`src/rtl/lfrx_cfg_pkg.sv`:
```
package lfrx_cfg_pkg;
  localparam int FRAME_BITS = 16;
  localparam int DATA_W     = 8;
  localparam int ADDR_W     = 4;
  localparam int SKIP_PULSES = 7;
  localparam int CAP_BITS   = 8;
  localparam int PIDX_W     = $clog2(FRAME_BITS);
  localparam logic [2:0] WR_CODE = 3'b111;

  typedef enum logic [1:0] {
    KIND_CMD     = 2'b00,
    KIND_WR      = 2'b01,
    KIND_RD      = 2'b10,
    KIND_CMD_ALT = 2'b11
  } lfrx_kind_e;

  typedef enum logic [2:0] {
    ST_IDLE,
    ST_LEAD,
    ST_LOW,
    ST_HIGH,
    ST_DONE
  } lfrx_state_e;
endpackage

```
`src/rtl/lfrx_phase_timer.sv`:
```
module lfrx_phase_timer #(
  parameter int PHASE_CYC = 3
) (
  input  logic clk,
  input  logic rst_n,
  input  logic run,
  output logic expire
);
  localparam int CW = (PHASE_CYC > 1) ? $clog2(PHASE_CYC) : 1;
  localparam logic [CW-1:0] LAST = CW'(PHASE_CYC - 1);

  logic [CW-1:0] cnt_q;

  assign expire = run && (cnt_q == LAST);

  always_ff @(posedge clk or negedge rst_n) begin
    if (!rst_n)              cnt_q <= '0;
    else if (!run || expire) cnt_q <= '0;
    else                     cnt_q <= cnt_q + 1'b1;
  end


  phase_cnt_range_chk: assert property (@(posedge clk) disable iff (!rst_n)
    cnt_q <= LAST);

  phase_idle_clear_chk: assert property (@(posedge clk) disable iff (!rst_n)
    !run |=> cnt_q == '0);
endmodule

```
`src/rtl/lfrx_frame_build.sv`:
```
module lfrx_frame_build
  import lfrx_cfg_pkg::*;
(
  input  logic [1:0]            kind,
  input  logic [DATA_W-1:0]     data,
  input  logic [DATA_W-1:0]     aux,
  output logic [FRAME_BITS-1:0] frame,
  output logic                  drive
);
  logic odd_par;
  assign odd_par = ~(^data);

  always_comb begin
    unique case (lfrx_kind_e'(kind))
      KIND_WR: frame = {WR_CODE, aux[ADDR_W-1:0], data, odd_par};
      KIND_RD: frame = '0;
      default: frame = {data, aux};
    endcase
    drive = (lfrx_kind_e'(kind) != KIND_RD);
  end
endmodule

```
`src/rtl/lfrx_rd_capture.sv`:
```
module lfrx_rd_capture #(
  parameter int W = 8
) (
  input  logic         clk,
  input  logic         rst_n,
  input  logic         clear,
  input  logic         shift_en,
  input  logic         sdi,
  output logic [W-1:0] byte_q
);
  always_ff @(posedge clk or negedge rst_n) begin
    if (!rst_n)        byte_q <= '0;
    else if (clear)    byte_q <= '0;
    else if (shift_en) byte_q <= {byte_q[W-2:0], sdi};
  end


  cap_hold_chk: assert property (@(posedge clk) disable iff (!rst_n)
    !clear && !shift_en |=> $stable(byte_q));
endmodule

```
`src/rtl/lfrx_cfg_serializer.sv`:
```
module lfrx_cfg_serializer
  import lfrx_cfg_pkg::*;
#(
  parameter int PHASE_CYC = 3
) (
  input  logic                clk,
  input  logic                rst_n,
  input  logic                req_valid,
  output logic                req_ready,
  input  logic [1:0]          req_kind,
  input  logic [DATA_W-1:0]   req_data,
  input  logic [DATA_W-1:0]   req_aux,
  output logic                busy,
  output logic                rsp_valid,
  output logic [DATA_W-1:0]   rsp_data,
  output logic                sclk,
  output logic                cs_n,
  output logic                sdo,
  output logic                sdo_oe,
  input  logic                sdi
);
  localparam logic [PIDX_W-1:0] LAST_PULSE = PIDX_W'(FRAME_BITS - 1);
  localparam logic [PIDX_W-1:0] CAP_FIRST  = PIDX_W'(SKIP_PULSES);
  localparam logic [PIDX_W-1:0] CAP_LAST   = PIDX_W'(SKIP_PULSES + CAP_BITS - 1);

  lfrx_state_e             state_q;
  logic [FRAME_BITS-1:0]   shreg_q;
  logic [PIDX_W-1:0]       pulse_q;
  logic                    drive_q;
  logic [FRAME_BITS-1:0]   frame_w;
  logic                    drive_w;
  logic                    expire;
  logic                    accept;
  logic                    run;
  logic                    in_frame;
  logic                    cap_en;

  assign accept   = (state_q == ST_IDLE) && req_valid;
  assign run      = (state_q == ST_LEAD) || (state_q == ST_LOW) || (state_q == ST_HIGH);
  assign in_frame = (state_q == ST_LOW) || (state_q == ST_HIGH);
  assign cap_en   = (state_q == ST_HIGH) && expire && !drive_q &&
                    (pulse_q >= CAP_FIRST) && (pulse_q <= CAP_LAST);

  lfrx_frame_build u_build (
    .kind  (req_kind),
    .data  (req_data),
    .aux   (req_aux),
    .frame (frame_w),
    .drive (drive_w)
  );

  lfrx_phase_timer #(.PHASE_CYC(PHASE_CYC)) u_timer (
    .clk    (clk),
    .rst_n  (rst_n),
    .run    (run),
    .expire (expire)
  );

  lfrx_rd_capture #(.W(DATA_W)) u_cap (
    .clk      (clk),
    .rst_n    (rst_n),
    .clear    (accept),
    .shift_en (cap_en),
    .sdi      (sdi),
    .byte_q   (rsp_data)
  );

  always_ff @(posedge clk or negedge rst_n) begin
    if (!rst_n) begin
      state_q <= ST_IDLE;
      shreg_q <= '0;
      pulse_q <= '0;
      drive_q <= 1'b0;
    end else begin
      unique case (state_q)
        ST_IDLE: if (accept) begin
          shreg_q <= frame_w;
          drive_q <= drive_w;
          pulse_q <= '0;
          state_q <= ST_LEAD;
        end
        ST_LEAD: if (expire) state_q <= ST_LOW;
        ST_LOW:  if (expire) state_q <= ST_HIGH;
        ST_HIGH: if (expire) begin
          shreg_q <= {shreg_q[FRAME_BITS-2:0], 1'b0};
          if (pulse_q == LAST_PULSE) begin
            state_q <= ST_DONE;
          end else begin
            pulse_q <= pulse_q + 1'b1;
            state_q <= ST_LOW;
          end
        end
        ST_DONE: state_q <= ST_IDLE;
        default: state_q <= ST_IDLE;
      endcase
    end
  end

  assign req_ready = (state_q == ST_IDLE);
  assign busy      = (state_q != ST_IDLE);
  assign rsp_valid = (state_q == ST_DONE);
  assign cs_n      = !in_frame;
  assign sclk      = (state_q == ST_HIGH);
  assign sdo_oe    = in_frame && drive_q;
  assign sdo       = sdo_oe && shreg_q[FRAME_BITS-1];


  sclk_in_frame_chk: assert property (@(posedge clk) disable iff (!rst_n)
    sclk |-> !cs_n);

  sdo_hold_high_chk: assert property (@(posedge clk) disable iff (!rst_n)
    sclk |-> $stable(sdo));

  accept_lead_chk: assert property (@(posedge clk) disable iff (!rst_n)
    req_valid && req_ready |=> cs_n && busy && !req_ready);

  rsp_pulse_chk: assert property (@(posedge clk) disable iff (!rst_n)
    rsp_valid |=> !rsp_valid && req_ready);

  rsp_after_frame_chk: assert property (@(posedge clk) disable iff (!rst_n)
    rsp_valid |-> cs_n && !sdo_oe && $past(sclk));

  wr_parity_odd_chk: assert property (@(posedge clk) disable iff (!rst_n)
    req_valid && req_ready && req_kind == 2'b01 |=> ^shreg_q[DATA_W:0]);

  rd_no_drive_chk: assert property (@(posedge clk) disable iff (!rst_n)
    req_valid && req_ready && req_kind == 2'b10 |=> !drive_q);

  busy_ignore_chk: assert property (@(posedge clk) disable iff (!rst_n)
    busy && !rsp_valid |=> $stable(drive_q));
endmodule

```
`config.mk`:
```
export PLATFORM = sky130hd
export DESIGN_NAME = lfrx_cfg_serializer
export DESIGN_NICKNAME = d
export VERILOG_FILES = /design/src/rtl/lfrx_cfg_pkg.sv /design/src/rtl/lfrx_phase_timer.sv /design/src/rtl/lfrx_frame_build.sv /design/src/rtl/lfrx_rd_capture.sv /design/src/rtl/lfrx_cfg_serializer.sv
export SDC_FILE = /design/constraint.sdc
export NUM_CORES = 1
export LEC_CHECK = 0
export ABC_AREA = 1
export BUFFER_PORTS_ARGS = -buffer_cell sky130_fd_sc_hd__buf_2
export CAP_MARGIN = 20
export CORE_ASPECT_RATIO = 1.25
export CORE_MARGIN = 2
export CORE_UTILIZATION = 59
export DETAILED_ROUTE_END_ITERATION = 16
export PLACE_DENSITY = 0.84
export SLEW_MARGIN = 40
export SYNTH_ARGS = -nofsm -noshare
export SYNTH_HDL_FRONTEND = slang
export SYNTH_SLANG_ARGS = --single-unit
```
`constraint.sdc`:
```
create_clock -name clk -period 2.3 [get_ports clk]
set_input_delay 0 -clock clk [delete_from_list [all_inputs] [get_ports clk]]
set_output_delay 0 -clock clk [all_outputs]
set_load 0.02 [all_outputs]
```
==> metrics.txt <==
Hold Path Stages=3; Crit Path Max Fanout=11; number of synthesized flops with an enable pin=0; status=finished clean; Final Hold Fails=0; setup ws final=between 0.6 and 0.7 ns; die area=about 3800 sq um; most common cell after layout, fill and taps aside=nand2_1; share of cells above drive strength 1=0.197; routed vias/inst=between 5 and 6; Seq/Total Area, Yosys=0.438; fmax=slightly below 600 MHz; dpl ws=0.619 ns; vias post-DR=1764; DRT Wirelength=about 4.2 mm; total congestion overflow=0; Area Growth Syn to Fin=15.3%; Buf/Inv on CP=1; initial core utilization=0.614; remaining antenna violation count=0; Area contributors post-synth=dfrtp_1 (44%), nand2_1 (13%), o21ai_0 (7.0%); maximum VDD drop=0.786 mV; crit end category=register; critical path class=register to register; total CTS buffers=5; root buffer cell=clkbuf_8; post-synthesis register bit count=34; Cells after Synth=253; syn nets=280; GP Congestion=roughly 0.81; Port Buffers=36; first-pass GRT wire length=between 7 and 8 mm; Netlist Area Pre-Place=1940 sq um; crit path cell chain=inv_1, ha_1, nor2_1, a21oi_1, nand3_1, nand2_1, nand3_1, o21ai_0; worst-skew pair later-pin latency=roughly 0.3 ns; Worst Reg-to-Reg Cells=8; Worst path slowest cell=dfrtp_1; # fillers=274; TritonRoute pass-1 iters=4; Worst Skew=approximately 0.0061 ns; CTS Buffer Depth=2; DRT iter0 DRCs=90; R2R Path End=u_cap.byte_q[2]; vias in the first global route=1653; Yosys top cell by area=dfrtp_1; DRC errors left=0; maxcap violations=0; Synth top area share=0.438; initial antenna violation count=0; Reg clk slew, reported paths=0.07 ns; fin. max-slew vios=0; PostCTS Resize Cnt=0; crit path time final=1.68 ns; antenna cells=0; leakage=1.20 nW; CTS tree=done; slowest stage delay, CP=0.40 ns; R2R Path Start=pulse_q[0]; Post-synth ARST share=1.00; Tcrit/Tclk final=0.730; die width=55.3 um; Core Region=approximately 3200 sq um; CP most frequent cell=nand3_1; Setup TNS Final=0 ns; largest net degree at the start of global routing=35; IO Pins=37; post-DP HPWL=3.05 mm; Crit path max-delay family=simple AND/OR/NAND/NOR gates; Mean Syn Cell Area=7.68 sq um; most frequent cells in the layout=nand2_1 (68), buf_2 (35), dfrtp_1 (34); Die Y=68.2 um; Final setup viols=0; Max-slew headroom=0.686; register cell area after layout=approximately 850 sq um; CP Launch Type=register; CP required=approximately 2.5 ns; Avg WL per Cell=12.9 um; CTS sink count=34; Total GRT Usage=0.255; row count=23; Synth cell types=29; synth warn=0; RSZ-0062 raised after global routing=false; Pwr Density=1050 nW/um^2; critical hold path startpoint=req_aux[6]; Critical Path AT=between 1.5 and 2 ns; worst hold path class=input port to register; area of the multi-input gates=around 910 sq um; Endpoint, Worst Hold=shreg_q[6]; measured slew at the worst slew-check pin=0.471 ns; FF-to-FF setup slack=0.62 ns; layout net count=316; ys flop type=dfrtp_1; H-tree levels=2
-- synthesized netlist by cell type, types with 2 or more instances --
cell and n:
o21ai_0 27, nor2_2 2, dfrtp_1 34, nand3_1 10, nand2_2 2, a21oi_1 6, o21ai_1 14, o21a_1 2
inv_1 32, inv_2 4, buf_2 4, nor2_1 12, xnor2_1 2, ha_1 5, nor2_4 2, clkbuf_1 4
a221oi_1 12, nand2_1 68
-- metal layers --
| metal | track usage | wire (um) | vias to the layer above |
|---|---|---|---|
| met4 | 0.101 | 72 | 0 |
| li1 | - | - | 902 |
| met3 | 0.0662 | 211 | 6 |
| met5 | 0 | 0 | - |
| met2 | 0.433 | 2000 | 50 |
| met1 | 0.314 | 1930 | 806 |
-- flip-flops by register name, summed over array words and instances (netlist names) --
signal and flops:
drive_q 1, pulse_q 4, shreg_q 16, state_q 3, u_cap.byte_q 8, u_timer.cnt_q 2
-- metrics by stage --
stage	util	hold slack, ns	cell area [sq um]	total power, mW	cells
finish	0.708	0.0152	2240	2.35	327
global route	0.708	0.0149	2240	2.56	327
CTS	0.707	0.0111	2240	2.36	327
detailed placement	0.672	0.115	2130	1.88	317
global placement	0.672	0.114	2130	1.86	317
floorplan	-	-0.296	1940	1.64	253
-- cells by family (layout without fill, tap and decap cells) --
family                     count (synthesis)  after routing  synth area share
AOI/OAI and AO/OA                         66             66             0.205
xor gates and xnor gates                   3              3            0.0135
adders and majority gates                  5              5            0.0322
buffers and inverters                     46             83            0.0953
DFF                                       34             34             0.438
and+or+nand+nor                           99             99             0.216
-- worst max path at each step --
stage,cells past startpoint,start,to,slack (ns)
final,8,pulse_q[0],u_cap.byte_q[2],0.62
after global routing,8,u_timer.cnt_q[0],u_cap.byte_q[2],0.41
after CTS,8,u_timer.cnt_q[0],u_cap.byte_q[2],0.60
after detailed placement,8,state_q[1],u_cap.byte_q[2],0.62
after global placement,8,state_q[1],u_cap.byte_q[2],0.67
after floorplan,7,state_q[0],pulse_q[2],0.77
-- power breakdown --
group          internal [mW]  leakage (nW)  total (mW)  switching, mW
Clock                  0.241        0.0482       0.466          0.224
Combinational          0.332         0.702        1.00          0.668
Sequential             0.778         0.447       0.883          0.105
-- timing repair --
action | 4_1_cts | 5_1_grt
endpoints found under the hold margin | 35 | 0
setup buffers | 0 | 0
hold buffers | 2 | 0
setup endpoints to repair | 0 | 0
-- cell type report --
cell class	instances	share of cell area
tap	37	0.0207
clock buffer	7	0.0385
sequential	34	0.380
inverter	36	0.0603
clock inverter	1	0.00223
multi-input combinational	173	0.405
timing repair buffer	39	0.0938
-- worst reg2reg max path: stages (launching register included) --
cell	delay, ns
dfrtp_1	0.40
inv_1	0.10
ha_1	0.15
nor2_1	0.04
a21oi_1	0.15
nand3_1	0.31
nand2_1	0.25
nand3_1	0.09
o21ai_0	0.10
Note: power is estimated with default switching activity, not from simulation.
